<file path="config.mk">
export PLATFORM = sky130hd
export DESIGN_NAME = stat_guard
export DESIGN_NICKNAME = d
export VERILOG_FILES = /design/src/rtl/stat_guard_pkg.sv /design/src/rtl/stat_lock_decode.sv /design/src/rtl/stat_regs.sv /design/src/rtl/stat_guard.sv
export SDC_FILE = /design/constraint.sdc
export NUM_CORES = 1
export LEC_CHECK = 0
export BUFFER_PORTS_ARGS = -buffer_cell sky130_fd_sc_hd__buf_2
export CORE_MARGIN = 2
export CORE_UTILIZATION = 43
export CTS_BUF_LIST = sky130_fd_sc_hd__clkbuf_4
export CTS_CLUSTER_DIAMETER = 150
export CTS_CLUSTER_SIZE = 25
export DETAILED_ROUTE_END_ITERATION = 8
export HOLD_SLACK_MARGIN = 0.12
export PLACE_DENSITY = 0.85
export REMOVE_ABC_BUFFERS = 1
export SLEW_MARGIN = 20
export SYNTH_ARGS = -nofsm -noshare
export SYNTH_HDL_FRONTEND = slang
export SYNTH_SLANG_ARGS = --single-unit
</file>
<file path="constraint.sdc">
create_clock -name clk -period 1.86 [get_ports clk]
set_input_delay 0.372 -clock clk [delete_from_list [all_inputs] [get_ports clk]]
set_output_delay 0.372 -clock clk [all_outputs]
set_load 0.02 [all_outputs]
</file>
<file path="src/rtl/stat_guard_pkg.sv">
package stat_guard_pkg;

  typedef struct packed {
    logic       prot_en;
    logic [1:0] lock;
    logic       pel;
  } stat_state_t;

  localparam logic [7:0] BUSY_IMAGE = 8'hFF;

  function automatic logic [7:0] stat_image(input stat_state_t s);
    return {s.prot_en, 3'b000, s.lock, s.pel, 1'b0};
  endfunction

endpackage

</file>
<file path="src/rtl/stat_lock_decode.sv">
module stat_lock_decode #(
  parameter int ADDR_W = 16
) (
  input  logic [ADDR_W-1:0] addr_i,
  input  logic [1:0]        lock_i,
  output logic              locked_o
);
  localparam int QTOP = ADDR_W - 1;
  localparam int QBOT = ADDR_W - 2;

  logic [1:0] quarter;
  logic [2:0] first_locked;

  always_comb begin
    quarter = addr_i[QTOP:QBOT];
    unique case (lock_i)
      2'd0:    first_locked = 3'd4;
      2'd1:    first_locked = 3'd3;
      2'd2:    first_locked = 3'd2;
      default: first_locked = 3'd0;
    endcase
    locked_o = ({1'b0, quarter} >= first_locked);
  end
endmodule

</file>
<file path="src/rtl/stat_regs.sv">
module stat_regs
  import stat_guard_pkg::*;
(
  input  logic        clk,
  input  logic        rst,
  input  logic        wp_n_i,
  input  logic        busy_i,
  input  logic        pel_set_i,
  input  logic        pel_clr_i,
  input  logic        sts_seq_i,
  input  logic        sts_commit_i,
  input  logic [7:0]  sts_data_i,
  output stat_state_t state_o,
  output logic        hw_prot_o
);
  stat_state_t st_q;
  logic        busy_d;
  logic        abort_q;
  logic        hw_prot;
  logic        commit_ok;
  logic        done;

  assign hw_prot   = st_q.prot_en && !wp_n_i;
  assign done      = busy_d && !busy_i;
  assign commit_ok = sts_commit_i && st_q.pel && !hw_prot && !busy_i && !abort_q;

  always_ff @(posedge clk) begin
    if (rst) begin
      st_q    <= '0;
      busy_d  <= 1'b0;
      abort_q <= 1'b0;
    end else begin
      busy_d <= busy_i;
      if (!sts_seq_i)   abort_q <= 1'b0;
      else if (hw_prot) abort_q <= 1'b1;
      if (commit_ok) begin
        st_q.prot_en <= sts_data_i[7];
        st_q.lock    <= sts_data_i[3:2];
      end
      if (done)                    st_q.pel <= 1'b0;
      else if (!busy_i) begin
        if (pel_clr_i)             st_q.pel <= 1'b0;
        else if (pel_set_i)        st_q.pel <= 1'b1;
      end
    end
  end

  assign state_o   = st_q;
  assign hw_prot_o = hw_prot;

  p_done_clears_latch_r2: assert property (@(posedge clk) disable iff (rst)
    $fell(busy_i) |=> !st_q.pel);

  p_hwp_freezes_status_r4: assert property (@(posedge clk) disable iff (rst)
    (st_q.prot_en && !wp_n_i && sts_commit_i) |=> $stable({st_q.prot_en, st_q.lock}));

  p_busy_holds_latch_r2: assert property (@(posedge clk) disable iff (rst)
    (busy_i && !st_q.pel) |=> !st_q.pel);
endmodule

</file>
<file path="src/rtl/stat_guard.sv">
module stat_guard
  import stat_guard_pkg::*;
#(
  parameter int ADDR_W = 16
) (
  input  logic              clk,
  input  logic              rst,
  input  logic              wp_n_i,
  input  logic              busy_i,
  input  logic              pel_set_i,
  input  logic              pel_clr_i,
  input  logic              sts_seq_i,
  input  logic              sts_commit_i,
  input  logic [7:0]        sts_data_i,
  input  logic [ADDR_W-1:0] addr_i,
  output logic [7:0]        status_o,
  output logic              sts_wr_ok_o,
  output logic              arr_wr_ok_o
);
  stat_state_t st;
  logic        hw_prot;
  logic        locked;

  stat_regs i_regs (
    .clk          (clk),
    .rst          (rst),
    .wp_n_i       (wp_n_i),
    .busy_i       (busy_i),
    .pel_set_i    (pel_set_i),
    .pel_clr_i    (pel_clr_i),
    .sts_seq_i    (sts_seq_i),
    .sts_commit_i (sts_commit_i),
    .sts_data_i   (sts_data_i),
    .state_o      (st),
    .hw_prot_o    (hw_prot)
  );

  stat_lock_decode #(.ADDR_W(ADDR_W)) i_lock (
    .addr_i   (addr_i),
    .lock_i   (st.lock),
    .locked_o (locked)
  );

  always_ff @(posedge clk) begin
    if (rst) begin
      status_o    <= 8'h00;
      sts_wr_ok_o <= 1'b0;
      arr_wr_ok_o <= 1'b0;
    end else begin
      status_o    <= busy_i ? BUSY_IMAGE : stat_image(st);
      sts_wr_ok_o <= st.pel && !busy_i && !hw_prot;
      arr_wr_ok_o <= st.pel && !busy_i && !locked;
    end
  end

  p_busy_reads_ones_r6: assert property (@(posedge clk) disable iff (rst)
    status_o[0] |-> (status_o == 8'hFF && !sts_wr_ok_o && !arr_wr_ok_o));

  p_sts_needs_latch_r5: assert property (@(posedge clk) disable iff (rst)
    sts_wr_ok_o |-> status_o[1]);

  p_arr_needs_latch_r5: assert property (@(posedge clk) disable iff (rst)
    arr_wr_ok_o |-> status_o[1]);

  p_full_lock_blocks_r3: assert property (@(posedge clk) disable iff (rst)
    (status_o[3:2] == 2'b11 && !status_o[0]) |-> !arr_wr_ok_o);

  p_unused_bits_zero_r1: assert property (@(posedge clk) disable iff (rst)
    !status_o[0] |-> (status_o[6:4] == 3'b000));
endmodule

</file>
==> parameters.txt, run 1 <==
Parameter                              Value

Status
  Status    finished clean

Die
  Die Width    40.23 um
  Core box area    1269 um^2
  Effective utilization at floorplan    0.4448
  Die Area    1618 um^2
  Floorplan row count    13
  Count of pins on the block boundary    42
  Die outline height    40.23 um

Logic synthesis
  Synthesized area per cell    9.729 um^2
  Yosys reg bits    12
  Summed instance area of the synthesized netlist    564.3 um^2
  Distinct cells, synth    17
  Cell type with the largest total area after synthesis    dfxtp_1
  Synth Warn #    0
  Post-synthesis instance total    58
  Top area cells in the synthesized netlist    dfxtp_1 (43%), ha_1 (8.9%), nand2b_1 (7.8%)
  Post-synthesis sequential area ratio    0.4257
  Area fraction of the dominant cell type after synthesis    0.4257

Power and ir drop
  Post-route total power    485.8 uW
  Part of the power in the clock network    0.310
  Int Pwr    370.3 uW
  Share of total power consumed by net switching    0.2378
  Worst ir drop on vdd    a little under 300 uV
  Net Switching    115.5 uW
  Proportion of power drawn by flip-flops and latches    0.557
  Areal power density over the cells    725.8 nW/um^2
  Share of power burned in combinational logic    0.133
  P_leak    0.3304 nW

Clock network
  Post-CTS Repair Setup Buffers    0
  CTS H-tree depth    1
  CTS root buf    clkbuf_4
  Hold bufs inserted after CTS    0
  CTS-repair resized insts    0
  CTS tree    done
  Clock transition at path regs    70 ps
  Clock Sinks    12
  Clock insertion delay at the later pin of the skew report    260 ps
  Deepest clock path buffer count    2
  Number of buffers created by CTS    3

Global route
  Final global-route overflow total    0
  All-Layer GR Usage    0.1223
  Antenna violations before repair    0
  Number of global-route vias before repair    322
  Global-route wire length before repair    1262 um
  Pin count of the biggest net entering global routing    15

Setup path
  Max stage delay on crit path    between 300 and 400 ps
  Cell count along the critical path    6
  Setup crit end kind    flip-flop
  Critical path buffer and inverter count    2
  Cells along the critical path    inv_1 -> ha_1 -> inv_1 -> ha_1 -> a21oi_1 -> o21a_1
  Kind of cell adding the most delay to the critical path    adder cells
  Startpoint Class    flip-flop
  First element of the critical path    i_regs.state_o[1]
  Count of cells along the worst register-to-register path    6
  Endpoint of the most critical register-to-register path    arr_wr_ok_o
  Setup slack on the worst flop-to-flop path    540 ps
  End point of the critical path    arr_wr_ok_o
  Required time worst endpoint    2020 ps
  Critical path peak fanout    4
  Critical R2R Launch    i_regs.state_o[1]
  Data arrival, critical path    roughly 1500 ps
  Category of the most critical setup path    flip-flop to flip-flop
  Slowest library cell on the worst path    dfxtp_1

STA
  Least-Margin Pin Slew    around 220 ps
  Maximum clock frequency    between 0.7 and 0.8 GHz
  Final max-slew violation count    0
  Final clock period utilization by the worst path    0.7096
  Final critical-path required period    1320 ps
  Setup repair after global routing missed its margin    no
  Hold slack final    362.1 ps
  Worst relative slew slack    0.8513
  Sum of negative setup slack    0 ps
  Final setup violation count    0
  Count of final hold-check violations    0
  Worst-case clock skew    3.426 ps

Finish
  Ant. Diodes    0
  Share of cells above drive strength 1    0.3506
  Final Util    0.5276
  Layout overhead on the synthesized area    18.63%
  Nets    about 120
  Finished layout cell area    669.4 um^2

Drt
  Count of nets left with antenna violations after detail routing    0
  Drt first pass iters    4
  Sum of routed wire length over all layers    851 um
  Residual DRC    0
  Routed wirelength normalized by instance count    9.250 um
  Routed vias    404
  Number of DRC markers after the initial detailed-route iteration    3
  Via density per instance    ~4.4

Hold path
  Hold path depth    2
  Classification of the worst-slack hold path    input pin to flip-flop

Place
  Last weighted congestion value of the routability-driven placer    just under 0.7
  Post-detailed-placement cell area    646.9 um^2
  Buffers added on ports    22

Flow run
  Maximum Capacitance Violations    0
[power by group through the flow]
stage          clock (mW)  sequential (mW)  combinational [mW]
4_1_cts             0.155            0.271              0.0655
6_report            0.150            0.271              0.0647
5_1_grt             0.165            0.271              0.0725
3_3_place_gp            0            0.276              0.0632
2_1_floorplan           0            0.290              0.0210
3_5_place_dp            0            0.277              0.0653
[Yosys cell counts, drive strengths merged]
cell and instances:
dfxtp 12, nor2b 2, o21a 1, o22ai 1
ha 4, inv 4, nand3b 1, a21oi 1
nor3 1, buf 6, nor3b 2, nand2b 7
mux2i 3, nor2 11, and2b 2
[cell families (layout without fill, tap and decap cells)]
family / count (synthesis) / in the layout / synth area share
compound gates: 3 / 3 / 0.03326
fa+ha+maj: 4 / 4 / 0.08870
buf+inv: 10 / 29 / 0.1086
flops: 12 / 12 / 0.4257
mux: 3 / 3 / 0.05322
simple gates: 26 / 26 / 0.2905
[cell usage in the layout (no fill, tap or decap), drive strengths merged, types with 2 or more instances in the layout]
| cell type | n |
|---|---|
| nor3b | 2 |
| mux2i | 3 |
| ha | 4 |
| dfxtp | 12 |
| nand2b | 7 |
| nor2b | 2 |
| nor2 | 11 |
| buf | 22 |
| inv | 4 |
| clkbuf | 3 |
| and2b | 2 |
[sequential cells by signal (all words and copies together), names as in the netlist]
register        count
arr_wr_ok_o         1
i_regs.abort_q      1
i_regs.state_o      4
status_o            5
sts_wr_ok_o         1
[metal layers]
layer  share of wire  vias to the layer above  global-route usage  wire, um
met5               0                        -                   0         0
met4           0.018                        0             0.07500        15
met3           0.072                        2             0.03333        61
met2            0.47                       15              0.1855       403
met1            0.44                      170              0.1525       371
li1                -                      217                   -         -
[layout make-up]
type | instances | area [um^2]
flip-flops and latches | 12 | 240.2
multi-input cells | 36 | 262.8
fillers | 125 | 599.3
inverters | 4 | 15.01
repair buffers | 22 | 110.1
well taps | 15 | 18.77
clock buffers | 3 | 22.52
[worst register-to-register path, stage by stage (launching register included)]
cell and delay (ps):
dfxtp_1 390, inv_1 60, ha_1 270, inv_1 40, ha_1 260, a21oi_1 60, o21a_1 160
[stage by stage]
stage,cells,setup WS (ps)
3_5_place_dp,89,539.6
5_1_grt,92,418.3
3_3_place_gp,89,564.1
6_report,92,540.2
4_1_cts,92,532.3
2_1_floorplan,52,611.2
[how the worst min path moves through the flow]
stage          slack, ps               from                 to
2_1_floorplan        440                rst        status_o[6]
3_3_place_gp         470  i_regs.state_o[3]  i_regs.state_o[3]
3_5_place_dp         490  i_regs.state_o[3]        status_o[7]
4_1_cts              360          sts_seq_i     i_regs.abort_q
5_1_grt              360          sts_seq_i     i_regs.abort_q
6_report             360          sts_seq_i     i_regs.abort_q
(Power assumes the default switching activity.)
==> inputs of run 2 (changes only) <==
- CORE_UTILIZATION: 43 -> 40
- PLACE_DENSITY: 0.85 -> 0.8
- clock period: 1.86 -> 1.35 ns (I/O delays scaled with it)
==> parameters.txt, run 2 (same netlist as run 1, synthesis figures left out) <==
Parameter                              Value

Die
  Die Area    1727 um^2 (+6.7%)
  Effective utilization at floorplan    0.4283 (-0.01647)
  Die Width    41.56 um (+3.3%)
  Floorplan row count    13 (unchanged)
  Core box area    1318 um^2 (+3.8%)
  Count of pins on the block boundary    42 (unchanged)
  Die outline height    41.56 um (+3.3%)

Clock network
  Clock insertion delay at the later pin of the skew report    260 ps (about the same)
  CTS tree    done
  Deepest clock path buffer count    2 (unchanged)
  CTS root buf    clkbuf_4
  Clock Sinks    12 (unchanged)
  Clock transition at path regs    70 ps (about the same)
  CTS H-tree depth    1 (unchanged)
  Number of buffers created by CTS    3 (unchanged)

Finish
  Ant. Diodes    0 (unchanged)
  Finished layout cell area    688.2 um^2 (+2.8%)
  Leading cell types in the layout, fill and taps excluded    buf_2 (22), nor2_1 (11), dfxtp_1 (10)
  Layout overhead on the synthesized area    21.95%
  Nets    115 (unchanged)
  Number of flip-flops in the largest register    5 (unchanged)
  Share of cells above drive strength 1    0.4026 (+0.05195)
  Register with the most flip-flops    status_o
  Final Util    0.5223 (-0.005296)
  Most common cell after layout, fill and taps aside    buf_2

Place
  DP HPWL    665.8 um
  Last weighted congestion value of the routability-driven placer    0.6457 (-4.8%)
  Post-detailed-placement cell area    646.9 um^2 (unchanged)
  Buffers added on ports    22 (unchanged)

Global route
  Global-route wire length before repair    1462 um (+16%)
  Pin count of the biggest net entering global routing    15 (unchanged)
  Antenna violations before repair    0 (unchanged)
  Global routing met3 resource utilization    0.07826 (+0.04493)
  Met1 usage    0.1257 (-0.02687)
  All-Layer GR Usage    0.1154 (-0.006841)
  Most Crowded Layer GR    met2
  Met2 global-route usage    0.1688 (-0.01673)
  Number of global-route vias before repair    368 (+14%)
  Final global-route overflow total    0 (unchanged)

Drt
  Residual DRC    0 (unchanged)
  Drt first pass iters    2 (-2)
  Via density per instance    4.424 (+0.74%)
  Sum of routed wire length over all layers    839 um (-1.4%)
  Number of DRC markers after the initial detailed-route iteration    1 (-2)
  Count of nets left with antenna violations after detail routing    0 (unchanged)
  Routed vias    407 (+0.74%)
  Routed wirelength normalized by instance count    9.120 um (-1.4%)

STA
  Sum of negative setup slack    0 ps (unchanged)
  Final setup violation count    0 (unchanged)
  Maximum clock frequency    0.7733 GHz (+2.1%)
  Setup repair after global routing missed its margin    no
  Final max-slew violation count    0 (unchanged)
  Final critical-path required period    1293 ps (-26.61 ps)
  Worst relative slew slack    0.8468 (-0.004499)
  Least-Margin Pin Slew    229.0 ps (+6.727 ps)
  Count of final hold-check violations    0 (unchanged)
  Worst-case clock skew    2.820 ps (-0.6057 ps)
  Final clock period utilization by the worst path    0.9579 (+0.2484)

Setup path
  First element of the critical path    i_regs.state_o[1]
  Critical path peak fanout    4 (unchanged)
  Category of the most critical setup path    flip-flop to flip-flop
  Setup crit end kind    flip-flop
  End point of the critical path    arr_wr_ok_o
  Startpoint Class    flip-flop
  Data arrival, critical path    1450 ps (-30 ps)
  Critical R2R Launch    i_regs.state_o[1]
  Setup slack on the worst flop-to-flop path    60 ps (-480 ps)
  Endpoint of the most critical register-to-register path    arr_wr_ok_o
  Count of cells along the worst register-to-register path    6 (unchanged)
  Required time worst endpoint    1510 ps (-510 ps)

Hold path
  Classification of the worst-slack hold path    input pin to flip-flop

Power and ir drop
  Areal power density over the cells    978.6 nW/um^2 (+35%)
  Worst ir drop on vdd    824.8 uV (+180%)
  P_leak    0.3325 nW (+0.64%)

Flow run
  Maximum Capacitance Violations    0 (unchanged)

Status
  Status    finished clean
==> run 2: cell count changes in the layout (fill, tap and decap cells not counted) <==
cell	previous run	this run
ha_1	4	3
ha_4	0	1
dfxtp_1	12	10
dfxtp_2	0	2
a21oi_2	0	1
a21oi_1	1	0
==> run 2: repair_timing <==
action	CTS	global route
setup buffers	0	0
gates cloned	0	0
resized for setup	1	3
setup endpoints to repair	1	1
pin swaps	0	1
hold buffers	0	0
==> run 2: worst min path at each step <==
stage,start,endpoint,slack [ps],cells after the start
after CTS,sts_data_i[2],i_regs.state_o[1],240,3
after global placement,i_regs.state_o[3],i_regs.state_o[3],470,2
after global routing,sts_data_i[2],i_regs.state_o[1],240,3
after detailed placement,i_regs.state_o[2],i_regs.state_o[2],480,2
after floorplan,rst,status_o[6],340,1
final,sts_data_i[2],i_regs.state_o[1],250,3
==> run 2: metal layers <==
layer / wire [um] / part of all wire / vias to the layer above
li1: - / - / 219
met5: 0 / 0 / -
met3: 74 / 0.088 / 2
met2: 395 / 0.47 / 16
met4: 14 / 0.017 / 0
met1: 354 / 0.42 / 170
==> run 2: area by class of cell <==
type / count / area (um^2)
fillers: 141 / 629.4
multi-input cells: 36 / 279.0
flip-flops and latches: 12 / 242.7
repair buffers: 22 / 110.1
clock buffers: 3 / 22.52
well taps: 15 / 18.77
inverters: 4 / 15.01
==> run 2: through the flow <==
step	hold WS, ps	cells	power (mW)	setup slack (ps)
2_1_floorplan	341.6	52	0.4289	101.2
3_3_place_gp	469.9	89	0.4680	43.27
3_5_place_dp	479.8	89	0.4703	13.27
4_1_cts	242.0	92	0.6793	21.17
5_1_grt	235.9	92	0.7195	3.363
6_report	249.2	92	0.6734	56.81
==> run 2: worst max-delay path, cell delays in order, from the launching register on <==
cell and delay, ps:
dfxtp_2 360, inv_1 50, ha_1 260, inv_1 60, ha_4 260, a21oi_2 50
o21a_1 160
==> run 2: report_power, final <==
part | internal, mW | switching (mW)
clock network | 0.103 | 0.104
registers | 0.367 | 0.00612
logic | 0.0440 | 0.0497
